<file path="src/rtl/fdiv_pkg.sv">
package fdiv_pkg;

    // Operand and result class encoding shared by all stages of the divider.
    typedef enum logic [2:0] {
        FC_ZERO = 3'd0,
        FC_NORM = 3'd1,
        FC_INF  = 3'd2,
        FC_QNAN = 3'd3,
        FC_SNAN = 3'd4
    } fclass_e;

endpackage

</file>
<file path="src/rtl/fdiv_special.sv">
module fdiv_special
    import fdiv_pkg::*;
#(
    parameter int EXP_W  = 12,
    parameter int MANT_W = 26
) (
    input  logic [2:0]        x_cls,
    input  logic              x_sign,
    input  logic [EXP_W-1:0]  x_exp,
    input  logic [MANT_W-1:0] x_mant,
    input  logic [2:0]        y_cls,
    input  logic              y_sign,
    input  logic [EXP_W-1:0]  y_exp,
    input  logic [MANT_W-1:0] y_mant,
    output logic              hit,
    output logic [2:0]        res_cls,
    output logic              res_sign,
    output logic [EXP_W-1:0]  res_exp,
    output logic [MANT_W-1:0] res_mant,
    output logic              res_nv,
    output logic              res_dz
);

    logic x_qnan, x_snan, y_qnan, y_snan, x_nan, y_nan;
    logic x_inf, x_zero, y_inf, y_zero;
    logic sgn_xor;

    assign x_qnan  = (x_cls == FC_QNAN);
    assign x_snan  = (x_cls == FC_SNAN);
    assign y_qnan  = (y_cls == FC_QNAN);
    assign y_snan  = (y_cls == FC_SNAN);
    assign x_nan   = x_qnan | x_snan;
    assign y_nan   = y_qnan | y_snan;
    assign x_inf   = (x_cls == FC_INF);
    assign x_zero  = (x_cls == FC_ZERO);
    assign y_inf   = (y_cls == FC_INF);
    assign y_zero  = (y_cls == FC_ZERO);
    assign sgn_xor = x_sign ^ y_sign;

    always_comb begin
        hit      = 1'b1;
        res_cls  = x_cls;
        res_sign = x_sign;
        res_exp  = x_exp;
        res_mant = x_mant;
        res_nv   = 1'b0;
        res_dz   = 1'b0;
        if (x_nan || y_nan) begin
            // a lone signalling NaN wins; otherwise the divisor NaN wins
            if (y_nan && !(x_snan && y_qnan)) begin
                res_cls  = y_cls;
                res_sign = y_sign;
                res_exp  = y_exp;
                res_mant = y_mant;
            end
        end else if ((x_inf && y_inf) || (x_zero && y_zero)) begin
            res_cls  = FC_QNAN;
            res_sign = 1'b0;
            res_exp  = '0;
            res_mant = '1;
            res_nv   = 1'b1;
        end else if (x_inf || x_zero) begin
            res_cls  = x_cls;
            res_sign = sgn_xor;
            res_exp  = '0;
            res_mant = '0;
        end else if (y_inf) begin
            res_cls  = FC_ZERO;
            res_sign = sgn_xor;
            res_exp  = '0;
            res_mant = '0;
        end else if (y_zero) begin
            res_cls  = FC_INF;
            res_sign = sgn_xor;
            res_exp  = '0;
            res_mant = '0;
            res_dz   = 1'b1;
        end else begin
            hit = 1'b0;
        end
    end

endmodule

</file>
<file path="src/rtl/fdiv_step.sv">
module fdiv_step #(
    parameter int MANT_W = 26
) (
    input  logic [MANT_W:0]   rem,
    input  logic [MANT_W-1:0] div,
    output logic              qbit,
    output logic [MANT_W:0]   rem_nxt
);

    localparam int DIFF_W = MANT_W + 2;

    logic [DIFF_W-1:0] diff;
    logic [MANT_W:0]   kept;

    // one extra bit so the sign of the trial difference is never lost
    assign diff    = {1'b0, rem} - {2'b00, div};
    assign qbit    = ~diff[DIFF_W-1];
    assign kept    = qbit ? diff[MANT_W:0] : rem;
    // kept is always below the divisor, so its top bit is zero
    assign rem_nxt = {kept[MANT_W-1:0], 1'b0};

endmodule

</file>
<file path="src/rtl/fdiv_unit.sv">
module fdiv_unit
    import fdiv_pkg::*;
#(
    parameter int EXP_W  = 12,
    parameter int MANT_W = 26
) (
    input  logic              clk,
    input  logic              rst_n,
    input  logic              start,
    input  logic [2:0]        x_cls,
    input  logic              x_sign,
    input  logic [EXP_W-1:0]  x_exp,
    input  logic [MANT_W-1:0] x_mant,
    input  logic [2:0]        y_cls,
    input  logic              y_sign,
    input  logic [EXP_W-1:0]  y_exp,
    input  logic [MANT_W-1:0] y_mant,
    output logic              busy,
    output logic              done,
    output logic [2:0]        r_cls,
    output logic              r_sign,
    output logic [EXP_W-1:0]  r_exp,
    output logic [MANT_W-1:0] r_mant,
    output logic              r_sticky,
    output logic              flag_nv,
    output logic              flag_dz
);

    localparam int CNT_W = $clog2(MANT_W + 1);
    localparam int REM_W = MANT_W + 1;

    typedef struct packed {
        logic              busy;
        logic              done;
        logic [CNT_W-1:0]  cnt;
        logic [REM_W-1:0]  rem;
        logic [MANT_W-1:0] div;
        logic [MANT_W-1:0] quo;
        logic [EXP_W-1:0]  exp;
        logic              sign;
        logic [2:0]        r_cls;
        logic              r_sign;
        logic [EXP_W-1:0]  r_exp;
        logic [MANT_W-1:0] r_mant;
        logic              r_sticky;
        logic              nv;
        logic              dz;
    } state_t;

    state_t st_d, st_q;

    logic              sp_hit;
    logic [2:0]        sp_cls;
    logic              sp_sign;
    logic [EXP_W-1:0]  sp_exp;
    logic [MANT_W-1:0] sp_mant;
    logic              sp_nv;
    logic              sp_dz;
    logic              step_bit;
    logic [REM_W-1:0]  step_rem;
    logic [MANT_W-1:0] quo_next;
    logic              x_lt_y;

    fdiv_special #(
        .EXP_W  (EXP_W),
        .MANT_W (MANT_W)
    ) u_special (
        .x_cls    (x_cls),
        .x_sign   (x_sign),
        .x_exp    (x_exp),
        .x_mant   (x_mant),
        .y_cls    (y_cls),
        .y_sign   (y_sign),
        .y_exp    (y_exp),
        .y_mant   (y_mant),
        .hit      (sp_hit),
        .res_cls  (sp_cls),
        .res_sign (sp_sign),
        .res_exp  (sp_exp),
        .res_mant (sp_mant),
        .res_nv   (sp_nv),
        .res_dz   (sp_dz)
    );

    fdiv_step #(
        .MANT_W (MANT_W)
    ) u_step (
        .rem     (st_q.rem),
        .div     (st_q.div),
        .qbit    (step_bit),
        .rem_nxt (step_rem)
    );

    assign x_lt_y   = (x_mant < y_mant);
    assign quo_next = {st_q.quo[MANT_W-2:0], step_bit};

    always_comb begin
        st_d      = st_q;
        st_d.done = 1'b0;
        st_d.nv   = 1'b0;
        st_d.dz   = 1'b0;
        if (st_q.busy) begin
            st_d.rem = step_rem;
            st_d.quo = quo_next;
            st_d.cnt = st_q.cnt - CNT_W'(1);
            if (st_q.cnt == CNT_W'(1)) begin
                st_d.busy     = 1'b0;
                st_d.done     = 1'b1;
                st_d.r_cls    = FC_NORM;
                st_d.r_sign   = st_q.sign;
                st_d.r_exp    = st_q.exp;
                st_d.r_mant   = quo_next;
                st_d.r_sticky = |step_rem;
            end
        end else if (start) begin
            if (sp_hit) begin
                st_d.done     = 1'b1;
                st_d.r_cls    = sp_cls;
                st_d.r_sign   = sp_sign;
                st_d.r_exp    = sp_exp;
                st_d.r_mant   = sp_mant;
                st_d.r_sticky = 1'b0;
                st_d.nv       = sp_nv;
                st_d.dz       = sp_dz;
            end else begin
                st_d.busy = 1'b1;
                st_d.cnt  = CNT_W'(MANT_W);
                st_d.div  = y_mant;
                st_d.quo  = '0;
                st_d.sign = x_sign ^ y_sign;
                // pre-normalize: a smaller dividend is doubled up front
                if (x_lt_y) begin
                    st_d.rem = {x_mant, 1'b0};
                    st_d.exp = x_exp - y_exp - EXP_W'(1);
                end else begin
                    st_d.rem = {1'b0, x_mant};
                    st_d.exp = x_exp - y_exp;
                end
            end
        end
    end

    always_ff @(posedge clk or negedge rst_n) begin
        if (!rst_n) begin
            st_q <= '0;
        end else begin
            st_q <= st_d;
        end
    end

    assign busy     = st_q.busy;
    assign done     = st_q.done;
    assign r_cls    = st_q.r_cls;
    assign r_sign   = st_q.r_sign;
    assign r_exp    = st_q.r_exp;
    assign r_mant   = st_q.r_mant;
    assign r_sticky = st_q.r_sticky;
    assign flag_nv  = st_q.nv;
    assign flag_dz  = st_q.dz;

endmodule


</file>
<file path="config.mk">
export PLATFORM = sky130hd
export DESIGN_NAME = fdiv_unit
export DESIGN_NICKNAME = d
export VERILOG_FILES = /design/src/rtl/fdiv_pkg.sv /design/src/rtl/fdiv_special.sv /design/src/rtl/fdiv_step.sv /design/src/rtl/fdiv_unit.sv
export SDC_FILE = /design/constraint.sdc
export NUM_CORES = 1
export LEC_CHECK = 0
export ABC_AREA = 1
export BUFFER_PORTS_ARGS = -buffer_cell sky130_fd_sc_hd__buf_2
export CORE_MARGIN = 1
export CORE_UTILIZATION = 55
export DETAILED_ROUTE_END_ITERATION = 16
export GPL_TIMING_DRIVEN = 0
export PLACE_DENSITY = 0.76
export REMOVE_ABC_BUFFERS = 1
export SLEW_MARGIN = 10
export SYNTH_ARGS = -nofsm -noshare
export SYNTH_HDL_FRONTEND = slang
export SYNTH_HIERARCHICAL = 1
export SYNTH_SLANG_ARGS = --single-unit
</file>
<file path="constraint.sdc">
create_clock -name clk -period 3.9 [get_ports clk]
set_input_delay 0.195 -clock clk [delete_from_list [all_inputs] [get_ports clk]]
set_output_delay 0.195 -clock clk [all_outputs]
set_load 0.02 [all_outputs]
</file>
==> summary.md <==
## Timing
• share of the cycle needed by the critical path after routing: 0.870
• Tmin final: 3.39 ns
• clock skew: 0.00833 ns
• final hold viol count: 0
• highest clock frequency the design can meet: 0.295 GHz
• setup total negative slack: 0 ns
• worst hold margin: 0.0550 ns
• pin slew with the least headroom to its limit: 1.24 ns
• count of final setup violators: 0
• unrepaired setup endpoints after global routing: no
• final setup margin: 0.507 ns
• Worst slew margin: 0.171
• total count of max-transition violations in the final report: 0

## Setup path
• cell chain of the critical path: ha_1, nand2_1, nor3_1, nand2_1, nor3_2, nand2_1, nand2_4, inv_2, nand2_1, nand2_1, nor4_1, nand2_1, o31ai_1, nand2_1
• largest fanout on the critical path: 29
• maximum cell stage delay along the critical path: 0.41 ns
• critical path data required time: 4.22 ns
• type of destination of the critical path: flop
• worst setup path category: flop to flop
• type of origin of the critical path: flop
• critical path's most frequent cell: sky130_fd_sc_hd__nand2_1
• data arrival time of the critical path: 3.71 ns
• critical path's slowest cell: sky130_fd_sc_hd__dfrtp_1

## Cells and area
• layout overhead on the synthesized area: 8.80%
• layout filler cell count: 2130
• layout cells sized above 1: 0.123
• Cell Count, Final, Fillers Out: 2240
• Total Nets Final: 2099
• area of all placed cells without fillers: 13200 um^2

## GRT
• total track usage: 0.310
• number of antenna violations at the first check in global routing: 3
• first-pass GRT wire length: 55.2 mm
• maximum number of pins on one net before global-route repair: 109
• vias in the first global route: 11532
• Remaining Overflow, GRT: 0

## Placed design
• DP Area: 12600 um^2
• weighted congestion reported at the end of routability-driven placement: 0.932
• number of port buffers: 133
• total placed cells including tap cells: 2205
• Place WS: -0.656 ns
• post-detail-place hpwl: 24.9 mm

## Power
• static leakage: 7.54 nW
• largest vdd supply drop: 432 uV
• power density over the cells: 838 nW/um^2

## Clock network
• buffer levels on the longest clock path: 2
• Root Driver: sky130_fd_sc_hd__clkbuf_16
• clk sinks: 143
• H-tree lvl count: 4
• clock input transition at the sequential cells of the worst setup and hold paths: 0.07 ns
• CTS tree: yes
• number of buffers inserted during clock tree synthesis: 17
• worst skew pair latency: 0.43 ns

## Routing
• Pre-antenna DRT Iters: 6
• count of unresolved DRC violations after routing: 0
• antenna viol nets, final: 0
• initial drt markers: 768
• total routed wirelength: 33.8 mm
• via count: 12082
• Vias per Instance: 5.39
• average wire length per cell after detail routing: 15.1 um

## Floorplanning
• placeable core area: 21800 um^2
• chip width: 151 um
• number of rows in the core area: 54
• full die area: 22700 um^2
• starting utilization of the core area: 0.559
• I/O pins: 134
• DIE HEIGHT: 151 um

## Yosys
• fraction of the yosys area taken by sequential cells: 0.294
• synthesized instance count: 1901
• Synth Cell Area: 12200 um^2
• synth warn: 6
• Synth Area per Inst: 6.40 um^2
• share of flip-flops with an asynchronous set or reset after synthesis: 1.00
• cell taking the most area after synthesis: sky130_fd_sc_hd__dfrtp_1
• portion of synthesized cell area occupied by the leading cell type: 0.294
• most numerous cell types in the synthesized netlist: 594 x sky130_fd_sc_hd__nand2_1, 335 x sky130_fd_sc_hd__inv_1, 193 x sky130_fd_sc_hd__nand3_1
• most frequent cell after synthesis: sky130_fd_sc_hd__nand2_1
• number of flops mapped to enable cells by yosys: 0
• leading cell types by total area after synthesis: sky130_fd_sc_hd__dfrtp_1 29%, sky130_fd_sc_hd__nand2_1 18%, sky130_fd_sc_hd__inv_1 10%
• flip-flop cell with the highest count after synthesis: sky130_fd_sc_hd__dfrtp_1
• Yosys cell types: 44
• post-synthesis sequential element count: 143

## Job
• count of max-cap constraint violations: 0

## Min path
• worst hold-check path type: input pin to flop

## Outcome
• run status: complete, no violations

-- cell families after synthesis --
kind of cell | after synthesis | synth area share
xor+xnor | 17 | 0.0129
buf+inv | 461 | 0.166
fa+ha+maj | 67 | 0.0702
flops | 143 | 0.294
simple gates | 991 | 0.348
compound gates | 221 | 0.108
other cells | 1 | 0.000308
-- routing by layer --
metal,global-route usage,share of wire,wire (um),up-vias
li1,-,-,-,6023
met1,0.353,0.41,14000,5570
met2,0.556,0.49,16700,402
met3,0.0645,0.059,1990,85
met4,0.136,0.033,1110,2
met5,0,0.00038,13,-
-- power breakdown --
group / switching, W / internal, W
combinational: 0.00440 / 0.00236
clock: 0.000737 / 0.000902
sequential: 0.000466 / 0.00223
total: 0.00560 / 0.00549
-- repair_timing --
item                                    in CTS  in global routing
pin swaps                                    0                  0
buffers inserted                             0                  0
resized for setup                            1                  4
endpoints found under the setup margin      34                 33
hold endpoints to repair                    35                  0
hold buffers                                 1                  0
-- critical path, delay by kind of cell (launching register included) --
family                   cells  cell delay (ns)
adder cells (fa/ha/maj)      1             0.39
AO/OA/AOI/OAI                1             0.28
flip-flops                   1             0.41
buffers and inverters        1             0.30
AND/OR/NAND/NOR             11             1.86
-- layout by cell type (no fill, tap or decap), types with 3 or more instances in the layout --
master,count
sky130_fd_sc_hd__a31oi_1,3
sky130_fd_sc_hd__nor2_1,121
sky130_fd_sc_hd__nor2_2,7
sky130_fd_sc_hd__a21oi_1,52
sky130_fd_sc_hd__nand2_4,8
sky130_fd_sc_hd__ha_1,65
sky130_fd_sc_hd__xor2_1,16
sky130_fd_sc_hd__nand3b_1,6
sky130_fd_sc_hd__nand3_2,5
sky130_fd_sc_hd__buf_2,132
sky130_fd_sc_hd__inv_8,3
sky130_fd_sc_hd__nor4_1,7
sky130_fd_sc_hd__nand3_1,192
sky130_fd_sc_hd__dfrtp_1,142
sky130_fd_sc_hd__buf_16,3
sky130_fd_sc_hd__o21ai_1,8
sky130_fd_sc_hd__nand2_1,590
sky130_fd_sc_hd__nand2_2,25
sky130_fd_sc_hd__nand4_1,14
sky130_fd_sc_hd__o21ai_0,70
sky130_fd_sc_hd__inv_1,334
sky130_fd_sc_hd__o211ai_2,3
sky130_fd_sc_hd__a22oi_1,24
sky130_fd_sc_hd__o211ai_1,31
sky130_fd_sc_hd__nor3_1,5
sky130_fd_sc_hd__inv_2,11
sky130_fd_sc_hd__o22ai_1,24
sky130_fd_sc_hd__a21o_1,3
sky130_fd_sc_hd__clkbuf_16,17
sky130_fd_sc_hd__inv_6,5
sky130_fd_sc_hd__clkinv_4,4
-- state kept, by name, indices dropped and copies added (netlist names), 3 cells and up --
register  flops
r_cls         3
r_exp        12
st_q         71
quo_next     25
r_mant       26
-- layout make-up --
| class | instances | area [um^2] | share of cell area |
|---|---|---|---|
| antenna | 2 | 5.00 | 0.000378 |
| timing repair buffer | 140 | 820 | 0.0619 |
| inverter | 346 | 1300 | 0.0985 |
| multi-input combinational | 1297 | 6600 | 0.499 |
| sequential | 143 | 3580 | 0.270 |
| clock inverter | 14 | 146 | 0.0111 |
| clock buffer | 18 | 429 | 0.0324 |
| tap | 280 | 350 | 0.0265 |
-- metrics by stage --
| stage | util | power (W) |
|---|---|---|
| after floorplan | - | 0.00756 |
| after global placement | 0.573 | 0.00918 |
| after detailed placement | 0.580 | 0.00936 |
| after CTS | 0.607 | 0.0110 |
| after global routing | 0.608 | 0.0122 |
| final | 0.608 | 0.0111 |
-- final timing paths --
path | from | endpoint | slack, ns | depth (start not counted)
min in group asynchronous | rst_n | st_q[109]$_DFFE_PN0P_ | 0.21 | 2
hold / removal | x_mant[0] | st_q[110]$_DFFE_PN0P_ | 0.06 | 3
hold reg to reg | st_q[86]$_DFFE_PN0P_ | st_q[86]$_DFFE_PN0P_ | 0.49 | 2
setup reg to reg | st_q[133]$_DFFE_PN0P_ | r_sticky$_DFFE_PN0P_ | 0.51 | 14
max in group asynchronous | rst_n | busy$_DFF_PN0_ | 2.83 | 3
setup / recovery | st_q[133]$_DFFE_PN0P_ | r_sticky$_DFFE_PN0P_ | 0.51 | 14
No activity file was read; power rests on OpenSTA's default activity.
